### config.mk
export PLATFORM = sky130hd
export DESIGN_NAME = burst_addr_seq
export DESIGN_NICKNAME = d
export VERILOG_FILES = /design/src/rtl/burst_seq_pkg.sv /design/src/rtl/bsq_addr_reg.sv /design/src/rtl/bsq_beat_ctr.sv /design/src/rtl/bsq_low_map.sv /design/src/rtl/burst_addr_seq.sv
export SDC_FILE = /design/constraint.sdc
export NUM_CORES = 1
export LEC_CHECK = 0
export BUFFER_PORTS_ARGS = -buffer_cell sky130_fd_sc_hd__clkbuf_2
export CORE_UTILIZATION = 40
export CTS_CLUSTER_DIAMETER = 40
export DETAILED_ROUTE_END_ITERATION = 10
export PLACE_DENSITY = 0.73
export SLEW_MARGIN = 20
export SYNTH_ARGS = -nofsm -noshare
export SYNTH_HDL_FRONTEND = slang
export SYNTH_SLANG_ARGS = --single-unit
export TNS_END_PERCENT = 10
### constraint.sdc
create_clock -name clk -period 1.2 [get_ports clk]
set_clock_uncertainty 0.15 [all_clocks]
set_input_delay 0.24 -clock clk [delete_from_list [all_inputs] [get_ports clk]]
set_output_delay 0.24 -clock clk [all_outputs]
set_load 0.1 [all_outputs]
### src/rtl/burst_seq_pkg.sv
package burst_seq_pkg;
  localparam int BEAT_W = 2;

  typedef logic [BEAT_W-1:0] beat_t;

  typedef enum logic {
    SEQ_LINEAR     = 1'b0,
    SEQ_INTERLEAVE = 1'b1
  } seq_mode_e;

  // Low-bit address for a given beat of a group starting at 'start'.
  function automatic beat_t seq_low(input beat_t start, input beat_t beat, input seq_mode_e mode);
    beat_t r;
    if (mode == SEQ_INTERLEAVE) r = start ^ beat;
    else                        r = start + beat;   // wraps modulo 4 by width
    return r;
  endfunction
endpackage

### src/rtl/bsq_addr_reg.sv
module bsq_addr_reg #(
  parameter int AW = 18
) (
  input  logic          clk,
  input  logic          rst,
  input  logic          load,
  input  logic [AW-1:0] addr_in,
  output logic [AW-1:0] base_q
);
  always_ff @(posedge clk) begin
    if (rst)       base_q <= '0;
    else if (load) base_q <= addr_in;
  end

  // captured address only changes on a load
  p_base_hold_r8: assert property (@(posedge clk) disable iff (rst)
    !load |=> $stable(base_q));
endmodule

### src/rtl/bsq_beat_ctr.sv
module bsq_beat_ctr
  import burst_seq_pkg::*;
(
  input  logic  clk,
  input  logic  rst,
  input  logic  load,
  input  logic  adv_n,
  output beat_t beat_q
);
  always_ff @(posedge clk) begin
    if (rst)         beat_q <= '0;
    else if (load)   beat_q <= '0;
    else if (!adv_n) beat_q <= beat_q + beat_t'(1);
  end

  p_load_clears_beat_r3: assert property (@(posedge clk) disable iff (rst)
    load |=> (beat_q == '0));

  p_adv_steps_wrap_r7: assert property (@(posedge clk) disable iff (rst)
    (!load && !adv_n) |=> (beat_q == beat_t'($past(beat_q) + 2'd1)));

  p_wait_holds_r6: assert property (@(posedge clk) disable iff (rst)
    (!load && adv_n) |=> $stable(beat_q));
endmodule

### src/rtl/bsq_low_map.sv
module bsq_low_map
  import burst_seq_pkg::*;
(
  input  beat_t     start,
  input  beat_t     beat,
  input  seq_mode_e mode,
  output beat_t     low
);
  always_comb low = seq_low(start, beat, mode);
endmodule

### src/rtl/burst_addr_seq.sv
module burst_addr_seq
  import burst_seq_pkg::*;
#(
  parameter int AW = 18
) (
  input  logic          clk,
  input  logic          rst,
  input  logic          load_p_n,
  input  logic          load_c_n,
  input  logic          adv_n,
  input  logic          mode_ilv,
  input  logic [AW-1:0] addr_in,
  output logic [AW-1:0] addr_out,
  output logic [1:0]    low_out
);
  localparam int UPW = AW - BEAT_W;

  logic          load;
  logic [AW-1:0] base_q;
  beat_t         beat_q;
  beat_t         low;
  seq_mode_e     mode;

  assign load = !load_p_n || !load_c_n;
  assign mode = seq_mode_e'(mode_ilv);

  bsq_addr_reg #(.AW(AW)) u_areg (
    .clk(clk), .rst(rst), .load(load), .addr_in(addr_in), .base_q(base_q)
  );

  bsq_beat_ctr u_beat (
    .clk(clk), .rst(rst), .load(load), .adv_n(adv_n), .beat_q(beat_q)
  );

  bsq_low_map u_map (
    .start(base_q[BEAT_W-1:0]), .beat(beat_q), .mode(mode), .low(low)
  );

  assign addr_out = {base_q[AW-1:BEAT_W], low};
  assign low_out  = low;

  // a load presents the captured address on the next cycle
  p_load_visible_r2: assert property (@(posedge clk) disable iff (rst)
    load |=> (addr_out == $past(addr_in)));

  // upper field never moves without a load
  p_upper_fixed_r7: assert property (@(posedge clk) disable iff (rst)
    !load |=> (addr_out[AW-1:BEAT_W] == $past(addr_out[AW-1:BEAT_W])));

  // a wait state leaves the address unchanged (mode held static)
  p_wait_addr_r6: assert property (@(posedge clk) disable iff (rst)
    (!load && adv_n && $stable(mode_ilv)) |=> $stable(addr_out));

  initial assert (UPW >= 1) else $error("AW must exceed 2");
endmodule

==> impl_results.md <==
* Final Cell Area at roughly 1600 µm²
* IO buf count at between 40 and 50
* DRT antenna net count at 0
* Layout cells sized above 1 at between 50% and 60%
* Dpl hpwl at ~1500 µm
* Grt total ovfl at 0
* Post-placement worst setup slack at -0.261 ns
* Worst Hold Slack at about 0.0055 ns
* Drt drc at 0
* Clock Latency Late Sink at 0.30 ns
* Relative slew slack at between 80% and 90%
* Power per Cell Area at ~1100 nW/µm²
* Crit-path cells: ha_4 -> nor2b_4 -> xnor2_4 -> buf_12
* Largest net degree at the start of global routing at 19
* DRT iter0 DRCs at 5
* Final hold violations at 0
* Die height at between 50 and 60 µm
* Synth cell types at 17
* Post-Synthesis Cells at 109
* CP bufs+invs at 1
* N_diodes at 0
* RSZ-0062 raised after global routing: true
* Non-Filler Instances at 180
* Mapped Area at about 940 µm²
* Critical Path Max Stage Delay at 0.37 ns
* Status: complete, but fails checks
* Fill cell count at 170
* Wire per inst at between 10 and 15 µm
* DR pass1 iterations at 3
* #FFs+latches synth at 20
* Core ar. at roughly 2200 µm²
* Worst path top cell family by delay: flip-flops
* Die Width at approximately 51 µm
* WL met3 at ~100 µm
* Rows at 17
* Nets at about 180
* Die ar. at between 2000 and 3000 µm²
* Final cycle utilization of the critical path at 144%
* Worst min-delay path class: in -> reg
* Mean Syn Cell Area at approximately 8.7 µm²
* Largest cells by area after synthesis: dfxtp_1, buf_4, nand2_1, a21oi_2, a21oi_1
* Fmax at slightly below 0.6 GHz
* TNS Setup at -2.30 ns
* H-tree levels at 1
* Metal2 WL at between 1000 and 1500 µm
* Critical path type: reg -> out
* I/O pins at 44
* MaxCap Viol Count at 0
* WL met1 at around 800 µm
* Highest metal used: met4
* Layout Utilization at 73.2%
* Cell taking the most area after synthesis: dfxtp_1
* Pwr Total at about 1.9 mW
* Failing checks: negative setup slack
* First-pass GRT wire length at between 3000 and 4000 µm
* Slew Limit Fails at 0
* Post-DP Area at roughly 1400 µm²
* Clock-pin slew on the worst setup and hold paths at 0.12 ns
* Vias/cell at around 4.4
* Slowest-stage cell, CP: dfxtp_2
* Final setup vio count at 22
* CP Data Arrival Time at 1.34 ns
* Clk buf depth at 2
* TritonCTS buffer count at 3
* Placer Congestion at between 0.6 and 0.7
* Initial Utilization at 42.7%
* Number of global-route vias before repair at around 810
* P&R area growth vs syn at 71.5%
* Setup WS post-layout at -0.530 ns
* Syn. warnings at 0
* Crit path max fanout at 2
* Post-synthesis sequential area ratio at around 42%
* Clk sinks at 20
* Type of origin of the critical path: flop
* Root buffer cell: clkbuf_4
* CTS tree: built
* Syn_nets at about 130
* Measured slew at the worst slew-check pin at 0.264 ns
* Initial antenna violation count at 0
* CP endpoint kind: primary output
* GRT Util Overall at between 10% and 20%
* Min Tclk post-route at between 1.5 and 2 ns
* Lkg Pwr at between 0.6 and 0.7 nW
* Final WL at between 2000 and 2500 µm
* Via Count at 797
* Inst Count DP at approximately 160
* Peak supply drop at between 800 and 900 µV
* Worst EP required at roughly 0.81 ns
* Synth top area share at 42.4%
worst paths after layout:
check | cells after the start | to | slack [ns] | from
setup / recovery | 4 | addr_out[1] | -0.53 | u_areg.base_q[0]
hold / removal | 3 | u_areg.base_q[2] | 0.005 | addr_in[2]
setup reg to reg | 5 | u_beat.beat_q[1] | -0.03 | u_beat.beat_q[0]
hold reg to reg | 2 | u_areg.base_q[9] | 0.33 | u_areg.base_q[9]
worst reg2reg max path: cells and delay by family, from the launching register on:
| family | cells | cell delay, ns |
|---|---|---|
| flip-flops | 1 | 0.35 |
| buffers and inverters | 2 | 0.25 |
| XOR/XNOR | 1 | 0.13 |
| AND/OR/NAND/NOR | 2 | 0.30 |
cell usage in the layout, fill, tap and decap left out:
cell type      count
dfxtp_1            2
a21oi_2           10
xnor2_4            1
buf_12            22
nor4_2             1
ha_4               1
xnor2_1            1
dlygate4sd3_1     12
and2b_1            1
and2_4             1
clkbuf_8           1
a21oi_1            8
dfxtp_2           17
clkbuf_2          23
nand2_1           35
nor3_1             1
nor2b_1            1
nor2b_4            1
nand2_2            2
clkbuf_4           3
dfxtp_4            1
buf_4              6
xnor2_2            1
kinds of logic after synthesis:
| family | share of synthesized area (%) |
|---|---|
| compound gates | 13.5 |
| xor+xnor | 2.78 |
| fa+ha+maj | 1.32 |
| buf+inv | 19.9 |
| flops | 42.4 |
| simple gates | 20.1 |
report_power, final:
| group | internal [mW] | leakage [nW] | switching, mW |
|---|---|---|---|
| Sequential | 0.709 | 0.172 | 0.0407 |
| Combinational | 0.283 | 0.507 | 0.432 |
| Clock | 0.185 | 0.0210 | 0.208 |
| Total | 1.18 | 0.699 | 0.681 |
per-layer routing:
layer | GRT usage, % | vias up
met1 | 18.0 | 352
li1 | - | 412
met4 | 11.1 | 0
met3 | 2.73 | 4
met2 | 35.6 | 29
met5 | 0 | -
cell usage after synthesis:
cell and instances:
ha_1 1, a21oi_1 8, buf_8 1, clkbuf_1 2, buf_2 2, nor4_2 1
buf_12 1, nand2_1 35, xnor2_1 3, nor3_1 1, nor2b_1 2, and2b_1 1
dfxtp_1 20, buf_4 18, nand2_2 2, and2_4 1, a21oi_2 10
cell type report:
| class | instances | area, µm² | area share (%) |
|---|---|---|---|
| clock buffer | 4 | 36.3 | 2.24 |
| multi-input combinational | 65 | 403 | 24.9 |
| sequential | 20 | 425 | 26.3 |
| tap | 28 | 35.0 | 2.16 |
| timing repair buffer | 63 | 721 | 44.5 |
repair_timing:
action	4_1_cts	5_1_grt
endpoints found under the hold margin	11	1
setup buffers	2	1
setup endpoints to repair	20	22
pin swaps	1	0
gates resized for setup	20	1
hold buffers	11	1
gates cloned	0	0
state kept, by name, indices dropped and copies added (netlist names):
register and cells:
u_areg.base_q 18, u_beat.beat_q 2
Power figures use the tool's default switching activity.
